`src/rtl/brg_pkg.sv`:
```
package brg_pkg;
    typedef enum logic [1:0] {
        BRG_PARK  = 2'd0,
        BRG_SPI   = 2'd1,
        BRG_TIMER = 2'd2
    } brg_mode_e;
endpackage

```
`src/rtl/brg_reload_sel.sv`:
```
module brg_reload_sel #(
    parameter int BYTE_W = 8,
    localparam int REL_W = 2 * BYTE_W,
    localparam int CNT_W = REL_W + 1
) (
    input  logic [BYTE_W-1:0] hi_byte,
    input  logic [BYTE_W-1:0] lo_byte,
    output logic [CNT_W-1:0]  eff_count
);
    logic [REL_W-1:0] raw;

    always_comb begin
        raw = {hi_byte, lo_byte};
        if (raw == '0) begin
            eff_count = CNT_W'(1) << REL_W;
        end else begin
            eff_count = {1'b0, raw};
        end
    end
endmodule

```
`src/rtl/brg_mode_dec.sv`:
```
module brg_mode_dec
    import brg_pkg::*;
(
    input  logic      spi_en,
    input  logic      master_mode,
    input  logic      xfer_active,
    output brg_mode_e mode
);
    always_comb begin
        if (!spi_en) begin
            mode = BRG_TIMER;
        end else if (master_mode && xfer_active) begin
            mode = BRG_SPI;
        end else begin
            mode = BRG_PARK;
        end
    end
endmodule

```
`src/rtl/brg_down_cnt.sv`:
```
module brg_down_cnt
    import brg_pkg::*;
#(
    parameter int CNT_W = 17
) (
    input  logic             clk,
    input  logic             rst_n,
    input  brg_mode_e        mode,
    input  logic [CNT_W-1:0] eff_count,
    input  logic             reload_wr,
    output logic             expire
);
    typedef struct packed {
        logic [CNT_W-1:0] cnt;
        logic             pend;
    } cnt_state_t;

    cnt_state_t st_d, st_q;

    always_comb begin
        st_d   = st_q;
        expire = 1'b0;
        if (mode == BRG_PARK) begin
            st_d.cnt  = eff_count;
            st_d.pend = 1'b0;
        end else if (st_q.pend) begin
            st_d.cnt  = eff_count;
            st_d.pend = 1'b0;
        end else if (st_q.cnt == CNT_W'(1)) begin
            expire   = 1'b1;
            st_d.cnt = eff_count;
        end else begin
            st_d.cnt = st_q.cnt - CNT_W'(1);
        end
        if (reload_wr && mode != BRG_PARK) begin
            st_d.pend = 1'b1;
        end
    end

    always_ff @(posedge clk or negedge rst_n) begin
        if (!rst_n) begin
            st_q.cnt  <= CNT_W'(1);
            st_q.pend <= 1'b1;
        end else begin
            st_q <= st_d;
        end
    end

    assert_cnt_range_R1: assert property (@(posedge clk) disable iff (!rst_n)
        (st_q.cnt != '0) && (st_q.cnt <= (CNT_W'(1) << (CNT_W - 1))));

    assert_step_down_R2: assert property (@(posedge clk) disable iff (!rst_n)
        (mode != BRG_PARK && !st_q.pend && st_q.cnt > CNT_W'(1))
        |=> st_q.cnt == $past(st_q.cnt) - CNT_W'(1));

    assert_write_loads_R7: assert property (@(posedge clk) disable iff (!rst_n)
        (reload_wr && mode != BRG_PARK) |=> st_q.pend);

    assert_pend_load_R7: assert property (@(posedge clk) disable iff (!rst_n)
        (st_q.pend && mode != BRG_PARK) |=> st_q.cnt == $past(eff_count));

    assert_park_hold_R8: assert property (@(posedge clk) disable iff (!rst_n)
        (mode == BRG_PARK) |=> st_q.cnt == $past(eff_count));
endmodule

```
`src/rtl/brg_evt_out.sv`:
```
module brg_evt_out
    import brg_pkg::*;
(
    input  logic      clk,
    input  logic      rst_n,
    input  logic      expire,
    input  brg_mode_e mode,
    input  logic      irq_en,
    output logic      sck_toggle,
    output logic      tmr_irq
);
    typedef struct packed {
        logic sck;
        logic irq;
    } evt_state_t;

    evt_state_t ev_d, ev_q;

    always_comb begin
        ev_d.sck = expire && (mode == BRG_SPI);
        ev_d.irq = expire && (mode == BRG_TIMER) && irq_en;
    end

    always_ff @(posedge clk or negedge rst_n) begin
        if (!rst_n) begin
            ev_q <= '0;
        end else begin
            ev_q <= ev_d;
        end
    end

    assign sck_toggle = ev_q.sck;
    assign tmr_irq    = ev_q.irq;

    assert_exclusive_R6: assert property (@(posedge clk) disable iff (!rst_n)
        $onehot0({sck_toggle, tmr_irq}));

    assert_irq_gated_R5: assert property (@(posedge clk) disable iff (!rst_n)
        tmr_irq |-> $past(irq_en && mode == BRG_TIMER));

    assert_sck_only_spi_R2: assert property (@(posedge clk) disable iff (!rst_n)
        sck_toggle |-> $past(mode == BRG_SPI));

    always_comb begin
        if (!rst_n) begin
            assert_reset_quiet_R9: assert (!sck_toggle && !tmr_irq);
        end
    end
endmodule

```
`src/rtl/spi_sck_divider.sv`:
```
module spi_sck_divider
    import brg_pkg::*;
#(
    parameter int BYTE_W = 8,
    localparam int REL_W = 2 * BYTE_W,
    localparam int CNT_W = REL_W + 1
) (
    input  logic              clk,
    input  logic              rst_n,
    input  logic [BYTE_W-1:0] brg_hi,
    input  logic [BYTE_W-1:0] brg_lo,
    input  logic              brg_hi_wr,
    input  logic              brg_lo_wr,
    input  logic              spi_en,
    input  logic              tmr_irq_en,
    input  logic              master_mode,
    input  logic              xfer_active,
    output logic              sck_toggle,
    output logic              tmr_irq
);
    logic [CNT_W-1:0] eff_count;
    brg_mode_e        mode;
    logic             expire;
    logic             reload_wr;

    assign reload_wr = brg_hi_wr | brg_lo_wr;

    brg_reload_sel #(.BYTE_W(BYTE_W)) u_sel (
        .hi_byte   (brg_hi),
        .lo_byte   (brg_lo),
        .eff_count (eff_count)
    );

    brg_mode_dec u_mode (
        .spi_en      (spi_en),
        .master_mode (master_mode),
        .xfer_active (xfer_active),
        .mode        (mode)
    );

    brg_down_cnt #(.CNT_W(CNT_W)) u_cnt (
        .clk       (clk),
        .rst_n     (rst_n),
        .mode      (mode),
        .eff_count (eff_count),
        .reload_wr (reload_wr),
        .expire    (expire)
    );

    brg_evt_out u_evt (
        .clk        (clk),
        .rst_n      (rst_n),
        .expire     (expire),
        .mode       (mode),
        .irq_en     (tmr_irq_en),
        .sck_toggle (sck_toggle),
        .tmr_irq    (tmr_irq)
    );
endmodule

```
`config.mk`:
```
export PLATFORM = sky130hd
export DESIGN_NAME = spi_sck_divider
export DESIGN_NICKNAME = d
export VERILOG_FILES = /design/src/rtl/brg_pkg.sv /design/src/rtl/brg_reload_sel.sv /design/src/rtl/brg_mode_dec.sv /design/src/rtl/brg_down_cnt.sv /design/src/rtl/brg_evt_out.sv /design/src/rtl/spi_sck_divider.sv
export SDC_FILE = /design/constraint.sdc
export NUM_CORES = 1
export LEC_CHECK = 0
export BUFFER_PORTS_ARGS = -buffer_cell sky130_fd_sc_hd__buf_2
export CORE_ASPECT_RATIO = 0.8
export CORE_MARGIN = 2
export CORE_UTILIZATION = 30
export CTS_CLUSTER_DIAMETER = 60
export DETAILED_ROUTE_END_ITERATION = 6
export HOLD_SLACK_MARGIN = 0.12
export PLACE_DENSITY_LB_ADDON = 0.12
export SLEW_MARGIN = 10
export SYNTH_ARGS = -nofsm -noshare
export SYNTH_HDL_FRONTEND = slang
export SYNTH_SLANG_ARGS = --single-unit
export TNS_END_PERCENT = 10
```
`constraint.sdc`:
```
create_clock -name clk -period 2.3 [get_ports clk]
set_input_delay 0.115 -clock clk [delete_from_list [all_inputs] [get_ports clk]]
set_output_delay 0.115 -clock clk [all_outputs]
set_load 0.02 [all_outputs]
```
==> metrics.txt, run 1 <==
final net count 176; Die Width 74.64 um; Yosys cell types 27; Synth Register Bits 20; H-tree depth 1; crit path kind reg -> reg; Worst Skew 0.002709 ns; Critical Path Sink Type flop; Synth area leaders dfrtp_1, mux2_4, xnor2_1, mux2_2, dfstp_2; total number of yosys warnings 0; simple-gate share of the synthesized area 22.36%; Clk Latency, worst-skew pair 0.26 ns; Post-Synth Adder-Cell Area 2.090%; std cell rows 20; CTS tree done; vias in the first global route 953; Lkg Pwr 0.7124 nW; final worst path period share approximately nine tenths; CP startpoint kind flop; TritonRoute pass-1 iters 4; worst endpoint required time 2.44 ns; syn avg cell area between 10 and 15 sq um; Post-Synth XOR/XNOR Area 10.97%; Max Freq roughly 480 MHz; TritonCTS Buffers 3; GPL Wtd Cong 0.7281; Die H roughly 61 um; routed wire length roughly 2500 um; grt ovf 0; # diodes 0; worst endpoint data arrival time 2.24 ns; P per Cell Area 553.0 nW/um^2; clk slew on worst S/H paths roughly 0.080 ns; Vias/cell 4.642; footprint of the multi-input gates roughly 670 sq um; Compound-Gate Fraction of Synth Area about 2.5%; final core utilization 43.62%; crit-path max FO 16; Synth Net Count 123; largest family of logic cells by synthesized area simple AND/OR/NAND/NOR gates; DIE AREA 4516 sq um; number of clock sinks 20; antenna violations before repair 0; Post-CTS Setup Repair Bufs 0; # fillers 398; reg2reg setup slack 0.21 ns; Clock Tree Root clkbuf_8; wire length per cell 12.49 um; area growth from synthesis to layout 38.56%; Final HPWL DP 1785 um; maximum capacitance violations 0; routed vias 947; RSZ-0062 raised after global routing false; final slew viol count 0; final antenna-violating net count 0; TNS Setup 0 ns; Tightest Pin Transition 0.5414 ns; DR iter-0 viols 30; I/O Pins 26; GRT Util Overall around an eighth; post-synth top area cell dfrtp_1; crit path time final between 2 and 2.5 ns; first-pass GRT wire length roughly 4400 um; mapped cell area 1197 sq um; Sequential Area ~500 sq um; register area share after synthesis a little over two fifths; share of cells above drive strength 1 36.91%; post-synthesis mux area share roughly 18%; Core ar. roughly 3800 sq um; Rel. slew slack 63.75%; outcome finished clean; Setup violations, final 0; Max IR drop VDD between 0.3 and 0.4 mV; Yosys top cell area share 37.62%; Post-Synthesis Cells 97; largest net degree at the start of global routing 21; Hold Crit Class in -> reg; initial cell density of the core a little under a third; Max Root-Sink Buffers 2; drt drc 0; Port Buffers 25; Hold Fails Final Rpt 0
flip-flops by register name, indices dropped and copies added, names as in the netlist:
signal            cells
u_evt.tmr_irq         1
u_evt.sck_toggle      1
u_cnt.st_q           18
through the flow:
step / power (mW) / instances / setup slack (ns) / hold slack, ns / area [sq um]
after floorplan: 0.5706 / 97 / 0.3472 / -0.1806 / 1197
after global placement: 0.6264 / 179 / 0.2485 / 0.1024 / 1394
after detailed placement: 0.6293 / 179 / 0.2006 / 0.1057 / 1394
after CTS: 0.9336 / 204 / 0.1758 / 0.1534 / 1659
after global routing: 0.9720 / 204 / 0.1026 / 0.1796 / 1659
final: 0.9174 / 204 / 0.2068 / 0.1611 / 1659
cell usage in the layout, fill, tap and decap left out, drive strengths merged:
cell	instances
buf	28
dlygate4sd3	21
dfrtp	18
mux2	15
xnor2	11
nor4	9
nor2	5
nand4	5
nand3	4
xor2	4
clkbuf	4
nand2	4
a21oi	3
nor3	2
nor3b	2
nand3b	2
inv	2
ha	2
dfstp	2
nor4b	1
nand4b	1
or3	1
a31oi	1
mux2i	1
a211o	1
synthesized netlist by cell type, drive strengths merged:
cell type  number
dfrtp          18
mux2           15
xnor2          11
nor4            9
nand4           5
nor2            5
nand2           4
nand3           4
xor2            4
a21oi           3
dfstp           2
ha              2
inv             2
nand3b          2
nor3            2
nor3b           2
a211o           1
a31oi           1
buf             1
mux2i           1
nand4b          1
nor4b           1
or3             1
worst max-delay path: stages (launching register included):
cell     delay (ns)
dfstp_2        0.55
ha_1           0.13
nor4b_1        0.43
nand4_4        0.19
nand2_4        0.29
mux2_2         0.38
what timing repair did:
action / CTS / global route
endpoints found under the hold margin: 36 / 0
hold buffers: 21 / 0
gates resized for setup: 0 / 0
final timing paths:
path                                          start                        to  cells past startpoint
min in group asynchronous                     rst_n  u_cnt.st_q[14]$_DFF_PN0_                      2
max in group asynchronous                     rst_n   u_cnt.st_q[0]$_DFF_PN1_                      2
hold reg to reg            u_cnt.st_q[17]$_DFF_PN0_  u_cnt.st_q[17]$_DFF_PN0_                      2
setup reg to reg            u_cnt.st_q[1]$_DFF_PN1_   u_cnt.st_q[7]$_DFF_PN0_                      5
setup / recovery            u_cnt.st_q[1]$_DFF_PN1_   u_cnt.st_q[7]$_DFF_PN0_                      5
hold / removal                            brg_lo[1]   u_cnt.st_q[2]$_DFF_PN0_                      3
report_power, final:
part | switching [mW] | internal [mW] | leakage (nW)
Combinational | 0.0795 | 0.126 | 0.446
Sequential | 0.0511 | 0.391 | 0.237
Clock | 0.117 | 0.152 | 0.0288
area by class of cell:
type	count	share of cell area, %
clock buffer	4	3.318
inverter	2	0.4525
multi-input combinational	74	40.20
sequential	20	30.32
tap	55	4.148
timing repair buffer	49	21.57
per-layer routing:
| metal | up-vias | share of wire [%] | global-route usage, % |
|---|---|---|---|
| met3 | 2 | 4.2 | 3.488 |
| met4 | 0 | 0.59 | 2.296 |
| li1 | 464 | - | - |
| met5 | - | 0 | 0 |
| met1 | 456 | 50 | 18.01 |
| met2 | 25 | 45 | 20.73 |
kinds of logic after synthesis:
group / count (synthesis)
xor gates and xnor gates: 15
DFF: 20
and+or+nand+nor: 36
AOI/OAI and AO/OA: 5
adders and majority gates: 2
muxes: 16
buffers and inverters: 3
(Power assumes the default switching activity.)
==> run 2: changes to the inputs <==
- CAP_MARGIN: unset -> 20
- CORE_MARGIN: 2 -> 3
- PLACE_DENSITY: unset -> 0.54
- PLACE_DENSITY_LB_ADDON: 0.12 -> unset
==> run 2 against run 1 <==
  * Critical path depth did not move
  * Clock skew shrank 0.00074 ns
  * Non-clock buffer count stayed put
  * Wire length rose by 2.2%
  * Total power fell by 2.8%
  * Fmax rose by 7.4%
  * Setup slack better by 0.14 ns
  * First-iteration DRC count down 40%
==> metrics.txt, run 2 (synthesis gave the netlist of run 1 again) <==
Hold Fails Final Rpt 0 (unchanged); grt ovf 0 (unchanged); register with the highest flop count u_cnt.st_q; CTS tree done; crit-path max FO 16 (unchanged); largest net degree at the start of global routing 21 (unchanged); Critical Path Sink Type flop; CP startpoint kind flop; highest routed metal layer met3; Final HPWL DP 1773 um (-0.68%); worst endpoint required time 2.45 ns (about the same); share of cells above drive strength 1 36.91% (unchanged); RSZ-0062 raised after global routing false; DIE AREA 4790 sq um (+6.1%); CP peak stage delay 0.55 ns (about the same); metal2 WL 1147 um (+0.53%); drt drc 0 (unchanged); number of clock sinks 20 (unchanged); final worst path period share 84.76% (-6.3 points); Worst Skew 0.001972 ns (-0.0007370 ns); routed vias 937 (-1.1%); maximum capacitance violations 0 (unchanged); DR iter-0 viols 18 (-40%); GPL Wtd Cong 0.7789 (+7.0%); Rel. slew slack 64.30% (+0.55 points); Tightest Pin Transition 0.5332 ns (-0.008264 ns); most frequent cells in the layout buf_2, dlygate4sd3_1, dfrtp_1; wl on met1 1333 um (+3.7%); slowest CP cell dfstp_2; vias in the first global route 976 (+2.4%); initial cell density of the core 32.92% (+1.4 points); GRT Util Overall 11.69% (-1.3 points); Max IR drop VDD 0.2794 mV (-19%); Die H 62.51 um (+3.3%); Tot Pwr 0.8915 mW (-2.8%); Clock Tree Root clkbuf_8; worst endpoint data arrival time 2.10 ns (-0.14 ns); area growth from synthesis to layout 37.93%; Clk Latency, worst-skew pair 0.26 ns (about the same); # diodes 0 (unchanged); antenna violations before repair 0 (unchanged); worst r2r src u_cnt.st_q[1]$_DFF_PN1_; CP startpoint u_cnt.st_q[1]$_DFF_PN1_; P per Cell Area 539.8 nW/um^2 (-2.4%); outcome finished clean; Max Freq 513.0 MHz (+7.4%); pre-CTS setup slack 0.1542 ns (-0.04648 ns); I/O Pins 26 (unchanged); most common cell after layout, fill and taps aside buf_2; Port Buffers 25 (unchanged); Hold Crit Class in -> reg; TNS Setup 0 ns (unchanged); final antenna-violating net count 0 (unchanged); Core ar. 3637 sq um (-4.4%); # fillers 343 (-14%); Lkg Pwr 0.7075 nW (-0.69%); final slew viol count 0 (unchanged); footprint of the multi-input gates 673.1 sq um (+0.94%); Max Root-Sink Buffers 2 (unchanged); crit path cell chain ha_1 > nor4b_2 > nand4_4 > nand2_4 > mux2_2; wire length per cell 12.95 um (+3.7%); Vias/cell 4.662 (+0.42%); Sequential Area 503.0 sq um (unchanged); clk slew on worst S/H paths 0.07 ns (about the same); std cell rows 19 (-5.0%); TritonRoute pass-1 iters 4 (unchanged); Detail Route met3 WL 123 um (+16%); TritonCTS Buffers 3 (unchanged); final worst-path setup slack 0.3506 ns (+0.1438 ns); crit path time final 1.949 ns (-0.1438 ns); final net count 176 (unchanged); first-pass GRT wire length 4505 um (+3.5%); Post-CTS Setup Repair Bufs 0 (unchanged); max FFs per register 18 (unchanged); Setup violations, final 0 (unchanged); Die Width 76.64 um (+2.7%); HP Start brg_lo[1]; H-tree depth 1 (unchanged); crit path kind reg -> reg; routed wire length 2603 um (+2.2%)
run 2: timing repair:
item | CTS | global route
endpoints found under the hold margin | 36 | 0
gates resized for setup | 0 | 1
hold buffers | 21 | 0
setup endpoints to repair | 0 | 5
run 2: worst paths after layout:
| kind | end | slack (ns) | cells past startpoint |
|---|---|---|---|
| setup / recovery | u_cnt.st_q[6]$_DFF_PN0_ | 0.35 | 5 |
| hold / removal | u_cnt.st_q[2]$_DFF_PN0_ | 0.16 | 3 |
| setup reg to reg | u_cnt.st_q[6]$_DFF_PN0_ | 0.35 | 5 |
| hold reg to reg | u_cnt.st_q[1]$_DFF_PN1_ | 0.62 | 2 |
| max in group asynchronous | u_cnt.st_q[0]$_DFF_PN1_ | 1.62 | 2 |
| min in group asynchronous | u_cnt.st_q[10]$_DFF_PN0_ | 0.34 | 2 |
run 2: critical path, delay by kind of cell (launching register included):
family	cells	cell delay, ns
AND/OR/NAND/NOR	3	0.76
flip-flops	1	0.55
multiplexers	1	0.38
adder cells (fa/ha/maj)	1	0.14
run 2: report_power, final:
part	leakage, nW	switching (mW)	internal, mW
Sequential	0.237	0.0523	0.391
Combinational	0.447	0.0804	0.127
Clock	0.0228	0.117	0.123
run 2: layout make-up:
| type | instances | area share, % |
|---|---|---|
| multi-input cells | 74 | 40.76 |
| inverters | 2 | 0.4545 |
| repair buffers | 49 | 21.67 |
| flip-flops and latches | 20 | 30.45 |
| clock buffers | 4 | 2.727 |
| well taps | 52 | 3.939 |
run 2: routing by layer:
layer,vias up,global-route usage [%]
li1,460,-
met1,453,15.47
met2,24,18.42
met3,0,4.467
met4,0,1.810
met5,-,0
run 2: metrics by stage:
stage | instances | instance area [sq um] | hold WS (ns) | util, %
final | 201 | 1652 | 0.1629 | 45.41
after global routing | 201 | 1652 | 0.1832 | 45.41
after CTS | 201 | 1645 | 0.1499 | 45.24
after detailed placement | 176 | 1390 | 0.09751 | 38.22
after global placement | 176 | 1390 | 0.09768 | 38.22
after floorplan | 97 | 1197 | -0.1806 | -
==> run 3: changes to the inputs <==
- ABC_AREA: unset -> 1
- PLACE_DENSITY: 0.54 -> 0.56
- clock period: 2.3 -> 1.64 ns (I/O delays scaled with it)
==> run 3 against run 2 <==
  * Wire length increased by 24%
  * Cell count grew 42%
  * Via count is 31% higher
  * Critical path depth grew 3
  * Clock skew increased by 0.0011 ns
  * Final area is 8.6% higher
  * Combinational power up 67%
  * Sequential share of layout area shrank 2.4 points
  * Fmax increased by 27%
  * Register-to-register slack worse by 0.25 ns
  * Critical endpoint is now u_cnt.st_q[1]$_DFF_PN1_
==> metrics.txt, run 3 <==
outcome finished clean; routed wire length 3233 um (+24%); clk slew on worst S/H paths 0.08 ns (about the same); Post-Synthesis Cells 175 (+80%); initial cell density of the core 32.31% (-0.61 points); Hold Crit Class in -> reg; Max IR drop VDD 0.4260 mV (+52%); GPL Wtd Cong 0.8157 (+4.7%); Clock Tree Root clkbuf_8; Setup violations, final 0 (unchanged); post-synthesis async set-or-reset flop share 100.0% (unchanged); most common cell in the netlist nand2_1; Synth Net Count 201 (+63%); most common cell after layout, fill and taps aside nand2_1; H-tree depth 1 (unchanged); GRT Util Overall 13.81% (+2.1 points); # diodes 0 (unchanged); crit path time final 1.536 ns (-0.4134 ns); Final HPWL DP 2420 um (+36%); DIE AREA 5082 sq um (+6.1%); register area share after synthesis 39.37% (-2.6 points); Die Width 78.96 um (+3.0%); Hold Fails Final Rpt 0 (unchanged); antenna violations before repair 0 (unchanged); Crit path buffers/inverters 1 (+1); worst r2r src u_cnt.st_q[1]$_DFF_PN1_; DR iter-0 viols 43 (+25); Max Freq 651.0 MHz (+27%); most frequent cells in the layout nand2_1, nor2_1, buf_2; max FFs per register 18 (unchanged); final worst path period share 93.66% (+8.9 points); EDFF count, synth 0 (unchanged); area growth from synthesis to layout 40.35%; RSZ-0062 raised after global routing false; final core utilization 45.35% (-0.059 points); TNS Setup 0 ns (unchanged); final worst-path setup slack 0.1040 ns (-0.2466 ns); CP startpoint kind flop; wire length per cell 11.34 um (-12%); mapped cell area 1277 sq um (+6.7%); slowest CP cell dfstp_2; first-pass GRT wire length 5457 um (+21%); Synth area leaders dfrtp_1, nand2_1, nor2_1, inv_1, dfstp_2; routed vias 1,227 (+31%); Max Root-Sink Buffers 2 (unchanged); Synth Register Bits 20 (unchanged); CTS tree done; reg2reg setup slack 0.10 ns (-0.25 ns); maximum capacitance violations 0 (unchanged); pre-CTS setup slack 0.06776 ns (-0.08639 ns); grt ovf 0 (unchanged); Core ar. 3954 sq um (+8.7%); most frequent cells after synthesis nand2_1, nor2_1, dfrtp_1; share of cells above drive strength 1 23.04% (-14 points); Lkg Pwr 0.8400 nW (+19%); Clk Latency, worst-skew pair 0.26 ns (about the same); crit path cell chain ha_1 > nand2_1 > nor2_4 > nand3_4 > nand2_8 > buf_4 > nand2_1 > o21ai_0; Rel. slew slack 68.96% (+4.7 points); Port Buffers 25 (unchanged); largest net degree at the start of global routing 21 (unchanged); Tightest Pin Transition 0.4655 ns (-0.06762 ns); cell class contributing the biggest share of worst-path delay flip-flops; Yosys top cell area share 35.26% (-2.4 points); CP peak stage delay 0.55 ns (about the same); Worst Skew 0.003053 ns (+0.001081 ns); crit-path max FO 15 (-1); worst endpoint data arrival time 1.72 ns (-0.38 ns); syn avg cell area 7.300 sq um (-41%); Tot Pwr 1.446 mW (+62%); TritonCTS Buffers 3 (unchanged); Yosys cell types 25 (-7.4%); register with the highest flop count u_cnt.st_q; P per Cell Area 806.4 nW/um^2 (+49%); Die H 64.37 um (+3.0%); std cell rows 20 (+1); CP startpoint u_cnt.st_q[1]$_DFF_PN1_; hold_ws 0.1327 ns (-0.03016 ns); Critical Path Sink Type flop; drt drc 0 (unchanged); post-synth top area cell dfrtp_1; final net count 257 (+46%); ys flop type dfrtp_1; Vias/cell 4.305 (-7.6%); vias in the first global route 1,183 (+21%); I/O Pins 26 (unchanged); crit path kind reg -> reg; worst endpoint required time 1.83 ns (-0.62 ns); TritonRoute pass-1 iters 4 (unchanged); total number of yosys warnings 0 (unchanged); number of clock sinks 20 (unchanged); HP Start brg_lo[4]; Worst path most repeated cell nand2_1; final slew viol count 0 (unchanged); final antenna-violating net count 0 (unchanged)
-- run 3: cell families after synthesis --
family / synth area share [%]
fa+ha+maj: 1.959
buf+inv: 7.345
compound gates: 6.072
xor+xnor: 6.170
simple gates: 39.08
flops: 39.37
-- run 3: final cells by class --
type	instances	area (sq um)
clock buffer	3	41.29
clock inverter	1	30.03
fill	430	2161
inverter	18	67.56
multi-input combinational	135	694.4
sequential	20	503.0
tap	55	68.82
timing repair buffer	53	387.9
-- run 3: worst reg2reg max path, stage by stage, from the launching register on --
cell and delay, ns:
dfstp_2 0.55, ha_1 0.14, nand2_1 0.08, nor2_4 0.11, nand3_4 0.13, nand2_8 0.14, buf_4 0.16, nand2_1 0.06
o21ai_0 0.08
-- run 3: what timing repair did --
| item | CTS | global route |
|---|---|---|
| hold buffers | 21 | 0 |
| resized for setup | 0 | 2 |
| buffers inserted | 0 | 4 |
| endpoints found under the setup margin | 0 | 11 |
| hold endpoints to repair | 36 | 0 |
-- run 3: report_power, final --
| group | internal, mW | switching (mW) |
|---|---|---|
| clock network | 0.326 | 0.175 |
| registers | 0.548 | 0.0525 |
| logic | 0.158 | 0.187 |
| total | 1.03 | 0.414 |
-- run 3: routing by layer --
| layer | part of all wire, % | track usage (%) |
|---|---|---|
| met5 | 0 | 0 |
| met4 | 0.40 | 2.575 |
| met3 | 6.7 | 3.099 |
| met2 | 41 | 20.55 |
| met1 | 51 | 20.50 |
-- run 3: stage by stage --
| step | std cells | area [sq um] |
|---|---|---|
| floorplan | 175 | 1277 |
| global placement | 256 | 1468 |
| detailed placement | 256 | 1468 |
| CTS | 281 | 1749 |
| global route | 285 | 1793 |
| finish | 285 | 1793 |
-- run 3: path summary, 6_finish.rpt --
check / endpoint / depth (start not counted)
setup / recovery: u_cnt.st_q[1]$_DFF_PN1_ / 8
hold / removal: u_cnt.st_q[5]$_DFF_PN0_ / 5
setup reg to reg: u_cnt.st_q[1]$_DFF_PN1_ / 8
hold reg to reg: u_cnt.st_q[1]$_DFF_PN1_ / 1
max in group asynchronous: u_cnt.st_q[0]$_DFF_PN1_ / 2
min in group asynchronous: u_cnt.st_q[3]$_DFF_PN0_ / 2
